--- src/rtl/lpc_snoop_pkg.sv ---
package lpc_snoop_pkg;

  localparam int NIB_W = 4;

  localparam logic [NIB_W-1:0] START_CODE = 4'b0000;
  localparam logic [NIB_W-1:0] IOW_CODE   = 4'b0010;

  typedef enum logic [1:0] {
    PH_IDLE  = 2'd0,
    PH_CTYPE = 2'd1,
    PH_ADDR  = 2'd2,
    PH_DATA  = 2'd3
  } phase_e;

endpackage

--- src/rtl/lpc_snoop_seq.sv ---
module lpc_snoop_seq
  import lpc_snoop_pkg::*;
#(
  parameter int ADDR_NIBS = 4,
  parameter int DATA_NIBS = 2
) (
  input  logic             clk,
  input  logic             rst_n,
  input  logic             frame_n,
  input  logic [NIB_W-1:0] lad,
  output phase_e           phase,
  output logic             take_addr,
  output logic             take_data,
  output logic             commit,
  output logic             frame_start,
  output logic             frame_abort
);

  localparam int MAX_NIBS = (ADDR_NIBS > DATA_NIBS) ? ADDR_NIBS : DATA_NIBS;
  localparam int CNT_W    = $clog2(MAX_NIBS + 1);
  localparam logic [CNT_W-1:0] ADDR_LAST = CNT_W'(ADDR_NIBS - 1);
  localparam logic [CNT_W-1:0] DATA_LAST = CNT_W'(DATA_NIBS - 1);

  phase_e           phase_q, phase_d;
  logic [CNT_W-1:0] cnt_q, cnt_d;

  // Start is judged on every clock while frame_n is low; it beats any phase.
  assign frame_start = !frame_n && (lad == START_CODE);
  assign frame_abort = !frame_n && (phase_q != PH_IDLE);

  always_comb begin
    phase_d   = phase_q;
    cnt_d     = cnt_q;
    take_addr = 1'b0;
    take_data = 1'b0;
    commit    = 1'b0;
    if (!frame_n) begin
      phase_d = frame_start ? PH_CTYPE : PH_IDLE;
      cnt_d   = '0;
    end else begin
      case (phase_q)
        PH_IDLE: begin
          phase_d = PH_IDLE;
        end
        PH_CTYPE: begin
          phase_d = (lad == IOW_CODE) ? PH_ADDR : PH_IDLE;
          cnt_d   = '0;
        end
        PH_ADDR: begin
          take_addr = 1'b1;
          if (cnt_q == ADDR_LAST) begin
            phase_d = PH_DATA;
            cnt_d   = '0;
          end else begin
            cnt_d = cnt_q + 1'b1;
          end
        end
        PH_DATA: begin
          take_data = 1'b1;
          if (cnt_q == DATA_LAST) begin
            phase_d = PH_IDLE;
            commit  = 1'b1;
            cnt_d   = '0;
          end else begin
            cnt_d = cnt_q + 1'b1;
          end
        end
        default: phase_d = PH_IDLE;
      endcase
    end
  end

  always_ff @(posedge clk) begin
    if (!rst_n) begin
      phase_q <= PH_IDLE;
      cnt_q   <= '0;
    end else begin
      phase_q <= phase_d;
      cnt_q   <= cnt_d;
    end
  end

  assign phase = phase_q;

endmodule

--- src/rtl/lpc_snoop_gather.sv ---
module lpc_snoop_gather
  import lpc_snoop_pkg::*;
#(
  parameter int ADDR_W = 16,
  parameter int DATA_W = 8
) (
  input  logic              clk,
  input  logic              rst_n,
  input  logic [NIB_W-1:0]  lad,
  input  logic              take_addr,
  input  logic              take_data,
  output logic [ADDR_W-1:0] addr_acc,
  output logic [DATA_W-1:0] data_word
);

  logic [DATA_W-1:0] data_q;

  // Address nibbles arrive high first: shift left, new nibble at the bottom.
  function automatic logic [ADDR_W-1:0] push_high_first(
    input logic [ADDR_W-1:0] acc, input logic [NIB_W-1:0] nib);
    return {acc[ADDR_W-NIB_W-1:0], nib};
  endfunction

  // Data nibbles arrive low first: shift right, new nibble at the top.
  function automatic logic [DATA_W-1:0] push_low_first(
    input logic [DATA_W-1:0] acc, input logic [NIB_W-1:0] nib);
    return {nib, acc[DATA_W-1:NIB_W]};
  endfunction

  always_ff @(posedge clk) begin
    if (!rst_n) begin
      addr_acc <= '0;
      data_q   <= '0;
    end else begin
      if (take_addr) addr_acc <= push_high_first(addr_acc, lad);
      if (take_data) data_q   <= push_low_first(data_q, lad);
    end
  end

  // Full byte including the nibble being sampled; valid on the commit clock.
  assign data_word = push_low_first(data_q, lad);

endmodule

--- src/rtl/lpc_snoop_publish.sv ---
module lpc_snoop_publish #(
  parameter int                ADDR_W    = 16,
  parameter int                DATA_W    = 8,
  parameter logic [ADDR_W-1:0] POST_PORT = 16'h0080
) (
  input  logic              clk,
  input  logic              rst_n,
  input  logic              commit,
  input  logic [ADDR_W-1:0] addr_in,
  input  logic [DATA_W-1:0] data_in,
  output logic [ADDR_W-1:0] wr_addr,
  output logic [DATA_W-1:0] wr_data,
  output logic              wr_valid,
  output logic [DATA_W-1:0] post_code,
  output logic              post_valid,
  output logic              post_hit
);

  function automatic logic is_post_port(input logic [ADDR_W-1:0] a);
    return a == POST_PORT;
  endfunction

  assign post_hit = is_post_port(addr_in);

  always_ff @(posedge clk) begin
    if (!rst_n) begin
      wr_addr    <= '0;
      wr_data    <= '0;
      wr_valid   <= 1'b0;
      post_code  <= '0;
      post_valid <= 1'b0;
    end else begin
      wr_valid   <= commit;
      post_valid <= commit && post_hit;
      if (commit) begin
        wr_addr <= addr_in;
        wr_data <= data_in;
        if (post_hit) post_code <= data_in;
      end
    end
  end

endmodule

--- src/rtl/lpc_iow_snoop.sv ---
module lpc_iow_snoop
  import lpc_snoop_pkg::*;
#(
  parameter int                ADDR_W    = 16,
  parameter int                DATA_W    = 8,
  parameter logic [ADDR_W-1:0] POST_PORT = 16'h0080
) (
  input  logic              clk,
  input  logic              rst_n,
  input  logic              frame_n,
  input  logic [3:0]        lad,
  output logic [ADDR_W-1:0] wr_addr,
  output logic [DATA_W-1:0] wr_data,
  output logic              wr_valid,
  output logic [DATA_W-1:0] post_code,
  output logic              post_valid
);

  localparam int ADDR_NIBS = ADDR_W / NIB_W;
  localparam int DATA_NIBS = DATA_W / NIB_W;

  phase_e            seq_phase;
  logic              seq_take_addr;
  logic              seq_take_data;
  logic              seq_commit;
  logic              seq_start;
  logic              seq_abort;
  logic [ADDR_W-1:0] gath_addr;
  logic [DATA_W-1:0] gath_data;
  logic              pub_post_hit;

  lpc_snoop_seq #(
    .ADDR_NIBS(ADDR_NIBS),
    .DATA_NIBS(DATA_NIBS)
  ) u_seq (
    .clk        (clk),
    .rst_n      (rst_n),
    .frame_n    (frame_n),
    .lad        (lad),
    .phase      (seq_phase),
    .take_addr  (seq_take_addr),
    .take_data  (seq_take_data),
    .commit     (seq_commit),
    .frame_start(seq_start),
    .frame_abort(seq_abort)
  );

  lpc_snoop_gather #(
    .ADDR_W(ADDR_W),
    .DATA_W(DATA_W)
  ) u_gather (
    .clk      (clk),
    .rst_n    (rst_n),
    .lad      (lad),
    .take_addr(seq_take_addr),
    .take_data(seq_take_data),
    .addr_acc (gath_addr),
    .data_word(gath_data)
  );

  lpc_snoop_publish #(
    .ADDR_W   (ADDR_W),
    .DATA_W   (DATA_W),
    .POST_PORT(POST_PORT)
  ) u_publish (
    .clk       (clk),
    .rst_n     (rst_n),
    .commit    (seq_commit),
    .addr_in   (gath_addr),
    .data_in   (gath_data),
    .wr_addr   (wr_addr),
    .wr_data   (wr_data),
    .wr_valid  (wr_valid),
    .post_code (post_code),
    .post_valid(post_valid),
    .post_hit  (pub_post_hit)
  );

endmodule

--- config.mk ---
export PLATFORM = sky130hd
export DESIGN_NAME = lpc_iow_snoop
export DESIGN_NICKNAME = d
export VERILOG_FILES = /design/src/rtl/lpc_snoop_pkg.sv /design/src/rtl/lpc_snoop_seq.sv /design/src/rtl/lpc_snoop_gather.sv /design/src/rtl/lpc_snoop_publish.sv /design/src/rtl/lpc_iow_snoop.sv
export SDC_FILE = /design/constraint.sdc
export NUM_CORES = 1
export LEC_CHECK = 0
export ABC_AREA = 1
export CAP_MARGIN = 20
export CORE_ASPECT_RATIO = 0.9
export CORE_UTILIZATION = 45
export CTS_CLUSTER_DIAMETER = 80
export DETAILED_ROUTE_END_ITERATION = 10
export GPL_TIMING_DRIVEN = 1
export MAX_ROUTING_LAYER = met4
export PLACE_DENSITY = 0.7
export SETUP_SLACK_MARGIN = 0.3
export SLEW_MARGIN = 20
export SYNTH_ARGS = -nofsm -noshare
export SYNTH_HDL_FRONTEND = slang
export SYNTH_SLANG_ARGS = --single-unit
--- constraint.sdc ---
create_clock -name clk -period 3.9 [get_ports clk]
set_clock_uncertainty 0.05 [all_clocks]
set_input_delay 0.78 -clock clk [delete_from_list [all_inputs] [get_ports clk]]
set_output_delay 0.78 -clock clk [all_outputs]
set_load 0.03 [all_outputs]
==> results.toml, run 1 <==
[critical_path]
crit_slowest_cell = "clkinv_1"
crit_path_max_incr_delay_ps = 500
crit_chain = "clkdlybuf4s50_1 > nand2_1 > clkinv_1 > o21ai_0 > a21oi_1"
r2r.worst_path.cells = 6
cp.required_ps = 4070
cp-start-kind = "primary input"
worst_ep_arrival_time_ps = 2570
cp_max_fo = 18
worstSetupEndpointType = "flop"
path_class = "primary input to flop"

[worst_hold_path]
hold_depth = 2
hold_path_class = "flop to flop"

[layout]
layout.cells.non_filler = 418
area_growth_pct = 27.69
layout_commonest_cell = "nor2_1"
stdcell_area_mm2 = 0.002989
antenna_cells = 0
final_nets = 364
drive_gt1_share_pct = 6.799
final_cell_mix = "90 x nor2_1, 59 x dfxtp_1, 47 x o21ai_0"

[placed_design]
place_inst = 402
placed_cell_area_mm2 = 0.002774
hpwlAfterDp_um = 3133
gp_congestion = 0.8033
io_buffers = 40

[clock_network]
clockBufferDepth = 2
cts_buffers = 9
path_clk_slew_ps = 70
cts_sinks = 59
cts_tree = "yes"
cts_resized = 0
clock_latency_ps = 340
post_cts_buffers = 0
holdBufCountCts = 0
ctsRootBufferMaster = "clkbuf_8"
cts_max_level = 3

[yosys]
ys_ff_latch = 59
yosysSeqAreaShare_pct = 50.45
yosys_warnings = 0
syn_area_per_cell_um2 = 7.601
synth_top_area_cell = "dfxtp_1"
syn_area_mm2 = 0.002341
synthCells = 308
synthDominantCellAreaShare_pct = 50.45
syn_nets = 324
synth_area_leaders = "dfxtp_1 50%, nor2_1 14%, o21ai_0 10%"
synth.distinct_cells = 20

[power_and_ir_drop]
ir_worst_vdd_mv = 0.3137
cellPowerDensity_mw_per_mm2 = 413.2
p_total_mw = 1.235
cellLeakagePower_nw = 1.317

[floorplanning]
start_util_pct = 47.54
dieArea_mm2 = 0.005495
fp.dieH_um = 70.43
dieWidth_um = 78.03
io_pins = 41
core_region_area_mm2 = 0.004925
rows = 24

[sta]
maxSlewViolCount = 0
finalSetupViolations = 0
setup-tns-final_ps = 0
rsz0062_at_grt = "false"
holdWs_ps = 439.8
relSlewSlack_pct = 57.45
final-hold-violation-count = 0
max_freq_mhz = 416.0
fin_crit_sh_pct = 61.63
finalCriticalPeriod_ps = 2404
worst_slew_pin_slew_ps = 637.5

[routing]
initialDrtViolationCount = 126
drtPass1Iterations = 4
vias = 2039
wl_um = 4854
wl_per_cell_um = 11.61
antenna_left = 0
drc = 0
via_per_inst = 4.878

[global_route]
track_usage_pct = 20.46
grt_pass1_wl_um = 8404
grt_antenna_before_repair = 0
grt_pass1_vias = 1889
overflow = 0
grt_max_degree = 56

[outcome]
status = "finished, final reports clean"

[flow_run]
cap_violations = 0
## worst max-delay path: cells and delay by family
family                 cells  cell delay, ps
AO/OA/AOI/OAI              2             380
AND/OR/NAND/NOR            1             410
buffers and inverters      2             990
## registers in the layout (all words and copies together), names as in the netlist
register and cells:
u_publish.post_valid 1, u_publish.wr_valid 1, u_publish.wr_data 8, u_publish.post_code 8, u_gather.data_q 4, u_publish.wr_addr 16
u_gather.addr_acc 16, u_seq.cnt_q 3, u_seq.phase 2
## final timing paths
kind,endpoint,startpoint,slack [ps]
max,u_gather.addr_acc[1],frame_n,1500
min,u_publish.wr_data[6],u_publish.wr_data[6],440
max reg2reg,u_gather.addr_acc[1],u_seq.phase[0],1780
min reg2reg,u_publish.wr_data[6],u_publish.wr_data[6],440
## power by group
group          switching (mW)  total, mW  internal [mW]
registers            0.000168      0.603          0.602
clock network           0.250      0.607          0.358
logic                  0.0159     0.0250        0.00916
## layer usage
metal	global-route usage (%)	routed length, um	vias up
li1	-	-	1052
met1	24.59	2381	930
met2	30.68	2110	47
met3	6.667	253	10
met4	10.29	109	0
met5	-	0	-
## layout make-up
| class | count | area [um2] |
|---|---|---|
| Clock inverter | 7 | 91.34 |
| Clock buffer | 9 | 123.9 |
| Inverter | 27 | 101.3 |
| Tap cell | 65 | 81.33 |
| Multi-Input combinational cell | 209 | 994.7 |
| Sequential cell | 59 | 1181 |
| Fill cell | 433 | 1936 |
| Timing Repair Buffer | 42 | 415.4 |
## synthesized netlist by cell type
cell type and n:
nand3_1 6, o21ai_1 2, buf_2 6, or2_2 1, nor3_1 1, clkbuf_1 6, nor2_2 1, nor3_4 1
nand2_1 30, o21ai_0 47, nand3_4 1, dfxtp_1 59, inv_1 26, ha_1 9, a21oi_1 17, o211ai_1 1
nand2_2 2, buf_6 1, clkinv_1 1, nor2_1 90
## logic make-up (layout without fill, tap and decap cells)
group,count (synthesis),count (layout),share of synthesized area (%)
and+or+nand+nor,133,133,23.25
AOI/OAI and AO/OA,67,67,14.43
DFF,59,59,50.45
buffers and inverters,40,85,7.055
adders and majority gates,9,9,4.810
## metrics by stage
step | util (%) | setup slack (ps)
after floorplan | - | 2276
after global placement | 56.33 | 1226
after detailed placement | 56.33 | 1163
after CTS | 60.70 | 1543
after global routing | 60.70 | 1267
final | 60.70 | 1496
Note: power is estimated with default switching activity, not from simulation.
==> run 2: changes to the inputs <==
--- a/config.mk
+++ b/config.mk
@@ -13,7 +13,7 @@
 export DETAILED_ROUTE_END_ITERATION = 10
 export GPL_TIMING_DRIVEN = 1
 export MAX_ROUTING_LAYER = met4
-export PLACE_DENSITY = 0.7
+export PLACE_DENSITY = 0.72
 export SETUP_SLACK_MARGIN = 0.3
 export SLEW_MARGIN = 20
 export SYNTH_ARGS = -nofsm -noshare
==> constraint.sdc (replaced) <==
create_clock -name clk -period 2.2 [get_ports clk]
set_clock_uncertainty 0.05 [all_clocks]
set_input_delay 0.44 -clock clk [delete_from_list [all_inputs] [get_ports clk]]
set_output_delay 0.44 -clock clk [all_outputs]
set_load 0.03 [all_outputs]
==> run 2 against run 1 <==
Clock power grew 28%. Highest routed layer unchanged. Flip-flop and latch count unchanged. Final area decreased by 1.1%. Largest power group is now registers.
==> results.toml, run 2 (synthesis results as in run 1) <==
[outcome]
status = "finished, final reports clean"

[clock_network]
cts_sinks = 59
cts_max_level = 3
cts_resized = 0
ctsRootBufferMaster = "clkbuf_8"
clockBufferDepth = 2
path_clk_slew_ps = 60
post_cts_buffers = 0
clock_latency_ps = 330
cts_buffers = 9
cts_tree = "yes"
holdBufCountCts = 0

[sta]
final-hold-violation-count = 0
finalSetupViolations = 0
maxSlewViolCount = 0
max_freq_mhz = 539.9
fin_crit_sh_pct = 84.19
setup-tns-final_ps = 0
worst_slew_pin_slew_ps = 607.4
holdWs_ps = 433.1
relSlewSlack_pct = 59.46
finalCriticalPeriod_ps = 1852
fin_ws_ps = 347.9
rsz0062_at_grt = "true"

[routing]
drc = 0
drtPass1Iterations = 4
dr_wl_met3_um = 158
antenna_left = 0
maxUsedRoutingLayer = "met4"
vias = 2018
initialDrtViolationCount = 105
wl_met2_um = 2043
wl_per_cell_um = 11.35
via_per_inst = 4.816
met1_length_um = 2438
wl_um = 4757

[worst_hold_path]
hold_depth = 2
hold_path_class = "flop to flop"

[global_route]
grt_pass1_wl_um = 7824
grt_antenna_before_repair = 0
track_usage_pct = 19.19
grt_max_degree = 56
overflow = 0
grt_pass1_vias = 1731

[layout]
drive_gt1_share_pct = 6.780
multi_input_area_um2 = 994.7
stdcell_area_mm2 = 0.002957
final_cell_mix = "90 x nor2_1, 59 x dfxtp_1, 47 x o21ai_0"
final_nets = 367
regArea_mm2 = 0.001181
top_regs = "u_gather.addr_acc x16, u_publish.wr_addr x16"
area_growth_pct = 26.30
utilization_pct = 60.04
antenna_cells = 0
n_fill_cell = 497
layout.cells.non_filler = 419
layout_commonest_cell = "nor2_1"

[critical_path]
crit_chain = "clkdlybuf4s50_1"
cp_num_buf_inv = 1
worst_ep_arrival_time_ps = 1360
worstSetupEndpointType = "output port"
cp_top_family = "buffers and inverters"
cp_num_cells = 1
cp-start-kind = "flop"
cp_max_fo = 2
crit_slowest_cell = "clkdlybuf4s50_1"
cp.required_ps = 1710
path_class = "flop to output port"
r2r.worst_path.cells = 7
crit_path_max_incr_delay_ps = 680

[placed_design]
placed_cell_area_mm2 = 0.002809
io_buffers = 40
place_inst = 405
hpwlAfterDp_um = 3166
dp_slack_ps = 173.6
gp_congestion = 0.8059

[power_and_ir_drop]
cellLeakagePower_nw = 1.308
cellPowerDensity_mw_per_mm2 = 640.6
ir_worst_vdd_mv = 0.3404
p_total_mw = 1.894

[floorplanning]
start_util_pct = 47.54
rows = 24
io_pins = 41
core_region_area_mm2 = 0.004925
dieArea_mm2 = 0.005495
dieWidth_um = 78.03
fp.dieH_um = 70.43

[flow_run]
cap_violations = 0
-- run 2: cell types whose count changed in the layout (fill, tap and decap cells not counted) --
cell / delta
bufinv_16: -2
clkbuf_1: +1
clkinvlp_4: -1
buf_12: +1
clkinv_2: +1
buf_4: +2
inv_6: -1
-- run 2: final cells by class --
type	count	share of cell area, %
clock buffer	10	4.317
clock inverter	4	0.6771
inverter	27	3.428
multi-input combinational	209	33.64
sequential	59	39.95
tap	65	2.751
timing repair buffer	45	15.23
-- run 2: metal layers --
metal,vias up,GRT usage [%]
met4,0,11.73
met1,913,23.05
li1,1060,-
met2,36,29.30
met5,-,-
met3,9,4.314
-- run 2: power by group --
part / switching (mW) / internal, mW / total, mW
registers: 0.000284 / 1.07 / 1.07
logic: 0.0284 / 0.0187 / 0.0471
clock network: 0.391 / 0.387 / 0.778
-- run 2: worst paths after layout --
| path | from | endpoint | slack [ps] |
|---|---|---|---|
| worst max-delay path | u_publish.wr_data[7] | wr_data[7] | 350 |
| worst min-delay path | u_gather.addr_acc[14] | u_gather.addr_acc[14] | 430 |
| worst max register to register | u_seq.cnt_q[1] | u_publish.wr_data[4] | 510 |
| worst min register to register | u_gather.addr_acc[14] | u_gather.addr_acc[14] | 430 |
==> run 3: changes to the inputs <==
==> constraint.sdc (replaced) <==
create_clock -name clk -period 1.5 [get_ports clk]
set_clock_uncertainty 0.05 [all_clocks]
set_input_delay 0.3 -clock clk [delete_from_list [all_inputs] [get_ports clk]]
set_output_delay 0.3 -clock clk [all_outputs]
set_load 0.03 [all_outputs]
==> run 3 against run 2 <==
Power increased by 71%. Non-clock buffer count increased by 32. Final area increased by 31%. Worst setup slack got worse by 270 ps. Die area unchanged. Utilization increased by 19 points. Cell count increased by 9.1%. Critical path type is now primary input to flop. Largest cell class is now multi-input combinational cells.
==> results.toml, run 3 (synthesis results as in run 1) <==
[floorplanning]
start_util_pct = 47.54
dieArea_mm2 = 0.005495
io_pins = 41
rows = 24
fp.dieH_um = 70.43
core_region_area_mm2 = 0.004925
dieWidth_um = 78.03

[worst_hold_path]
hold_path_class = "flop to flop"
min_from = "u_publish.wr_data[4]"

[clock_network]
clockBufferDepth = 2
ctsRootBufferMaster = "clkbuf_8"
cts_tree = "yes"
path_clk_slew_ps = 70
clock_latency_ps = 340
cts_buffers = 9
cts_sinks = 59
cts_max_level = 3

[global_route]
grt_antenna_before_repair = 0
grt_pass1_vias = 2096
track_usage_pct = 24.07
grt_pass1_wl_um = 9673
grt_max_degree = 22
overflow = 0

[layout]
layout_commonest_cell = "nor2_1"
area_growth_pct = 65.47
final_cell_mix = "69 x nor2_1, 41 x buf_6, 29 x dfxtp_2"
drive_gt1_share_pct = 48.72
layout.cells.non_filler = 457
top_regs = "u_gather.addr_acc x16, u_publish.wr_addr x16"
utilization_pct = 78.66
final_nets = 403
antenna_cells = 0

[critical_path]
cp-startpoint = "frame_n"
cp_max_fo = 5
cp-start-kind = "primary input"
worstSetupEndpointType = "flop"
path_class = "primary input to flop"
timing.rr.start = "u_seq.phase[0]"
cp.required_ps = 1720
worst_ep_arrival_time_ps = 1650

[sta]
maxSlewViolCount = 0
rsz0062_at_grt = "true"
fin_crit_sh_pct = 95.06
holdWs_ps = 427.8
worst_slew_pin_slew_ps = 253.6
finalCriticalPeriod_ps = 1426
final-hold-violation-count = 0
relSlewSlack_pct = 83.05
finalSetupViolations = 0
max_freq_mhz = 701.3

[power_and_ir_drop]
p_total_mw = 3.235
cellLeakagePower_nw = 1.674
ir_worst_vdd_mv = 0.7343
cellPowerDensity_mw_per_mm2 = 835.1

[routing]
via_per_inst = 5.120
drc = 0
wl_um = 6914
vias = 2340
maxUsedRoutingLayer = "met4"
drtPass1Iterations = 4
met1_length_um = 2826
initialDrtViolationCount = 166
dr_wl_met3_um = 267
antenna_left = 0
wl_per_cell_um = 15.13
wl_met2_um = 3590

[placed_design]
gp_congestion = 0.7871
hpwlAfterDp_um = 3558
io_buffers = 40
place_inst = 417

[outcome]
status = "finished, final reports clean"

[flow_run]
cap_violations = 0
run 3: final timing paths:
path	end	slack, ps	cells past startpoint
hold / removal	u_publish.wr_data[4]	430	2
hold reg to reg	u_publish.wr_data[4]	430	2
setup reg to reg	u_publish.post_code[4]	70	8
setup / recovery	u_publish.post_code[4]	70	8
run 3: power by group:
| part | leakage (nW) | total (mW) | switching [mW] | internal [mW] |
|---|---|---|---|---|
| Sequential | 0.494 | 1.56 | 0.000662 | 1.56 |
| Combinational | 1.08 | 0.110 | 0.0601 | 0.0503 |
| Clock | 0.103 | 1.57 | 0.636 | 0.930 |
| Total | 1.67 | 3.23 | 0.697 | 2.54 |
run 3: layout make-up:
class | instances | area [um2]
timing repair buffer | 77 | 819.5
clock inverter | 5 | 77.57
timing repair inverter | 2 | 20.02
tap | 65 | 81.33
inverter | 27 | 121.4
clock buffer | 11 | 131.4
sequential | 59 | 1236
fill | 332 | 1051
multi-input combinational | 211 | 1386
run 3: routing by layer:
| layer | GRT usage (%) | vias to the layer above |
|---|---|---|
| li1 | - | 1144 |
| met1 | 27.99 | 1100 |
| met2 | 37.27 | 70 |
| met3 | 8.366 | 26 |
| met4 | 11.32 | 0 |
| met5 | - | - |
run 3: timing repair:
action,4_1_cts,5_1_grt
hold buffers,0,0
hold endpoints to repair,0,0
setup buffers,9,9
gates resized for setup,255,137
cloned,3,3
setup endpoints to repair,92,90
pin swaps,8,16
run 3: per-stage QoR:
step,TNS [ps],area (um2),worst slack [ps]
2_1_floorplan,0,2424,167.7
4_1_cts,0,3385,152.8
3_5_place_dp,-5967,3003,-221.2
6_report,0,3874,74.11
5_1_grt,0,3874,14.21
3_3_place_gp,-4448,3003,-138.5
run 3: critical path, stage by stage:
cell and delay, ps:
clkdlybuf4s50_1 540, nand2_4 100, nor3_4 170, buf_6 160, nand3_4 110, nand2_1 110
nand2_1 60, nor2_2 100
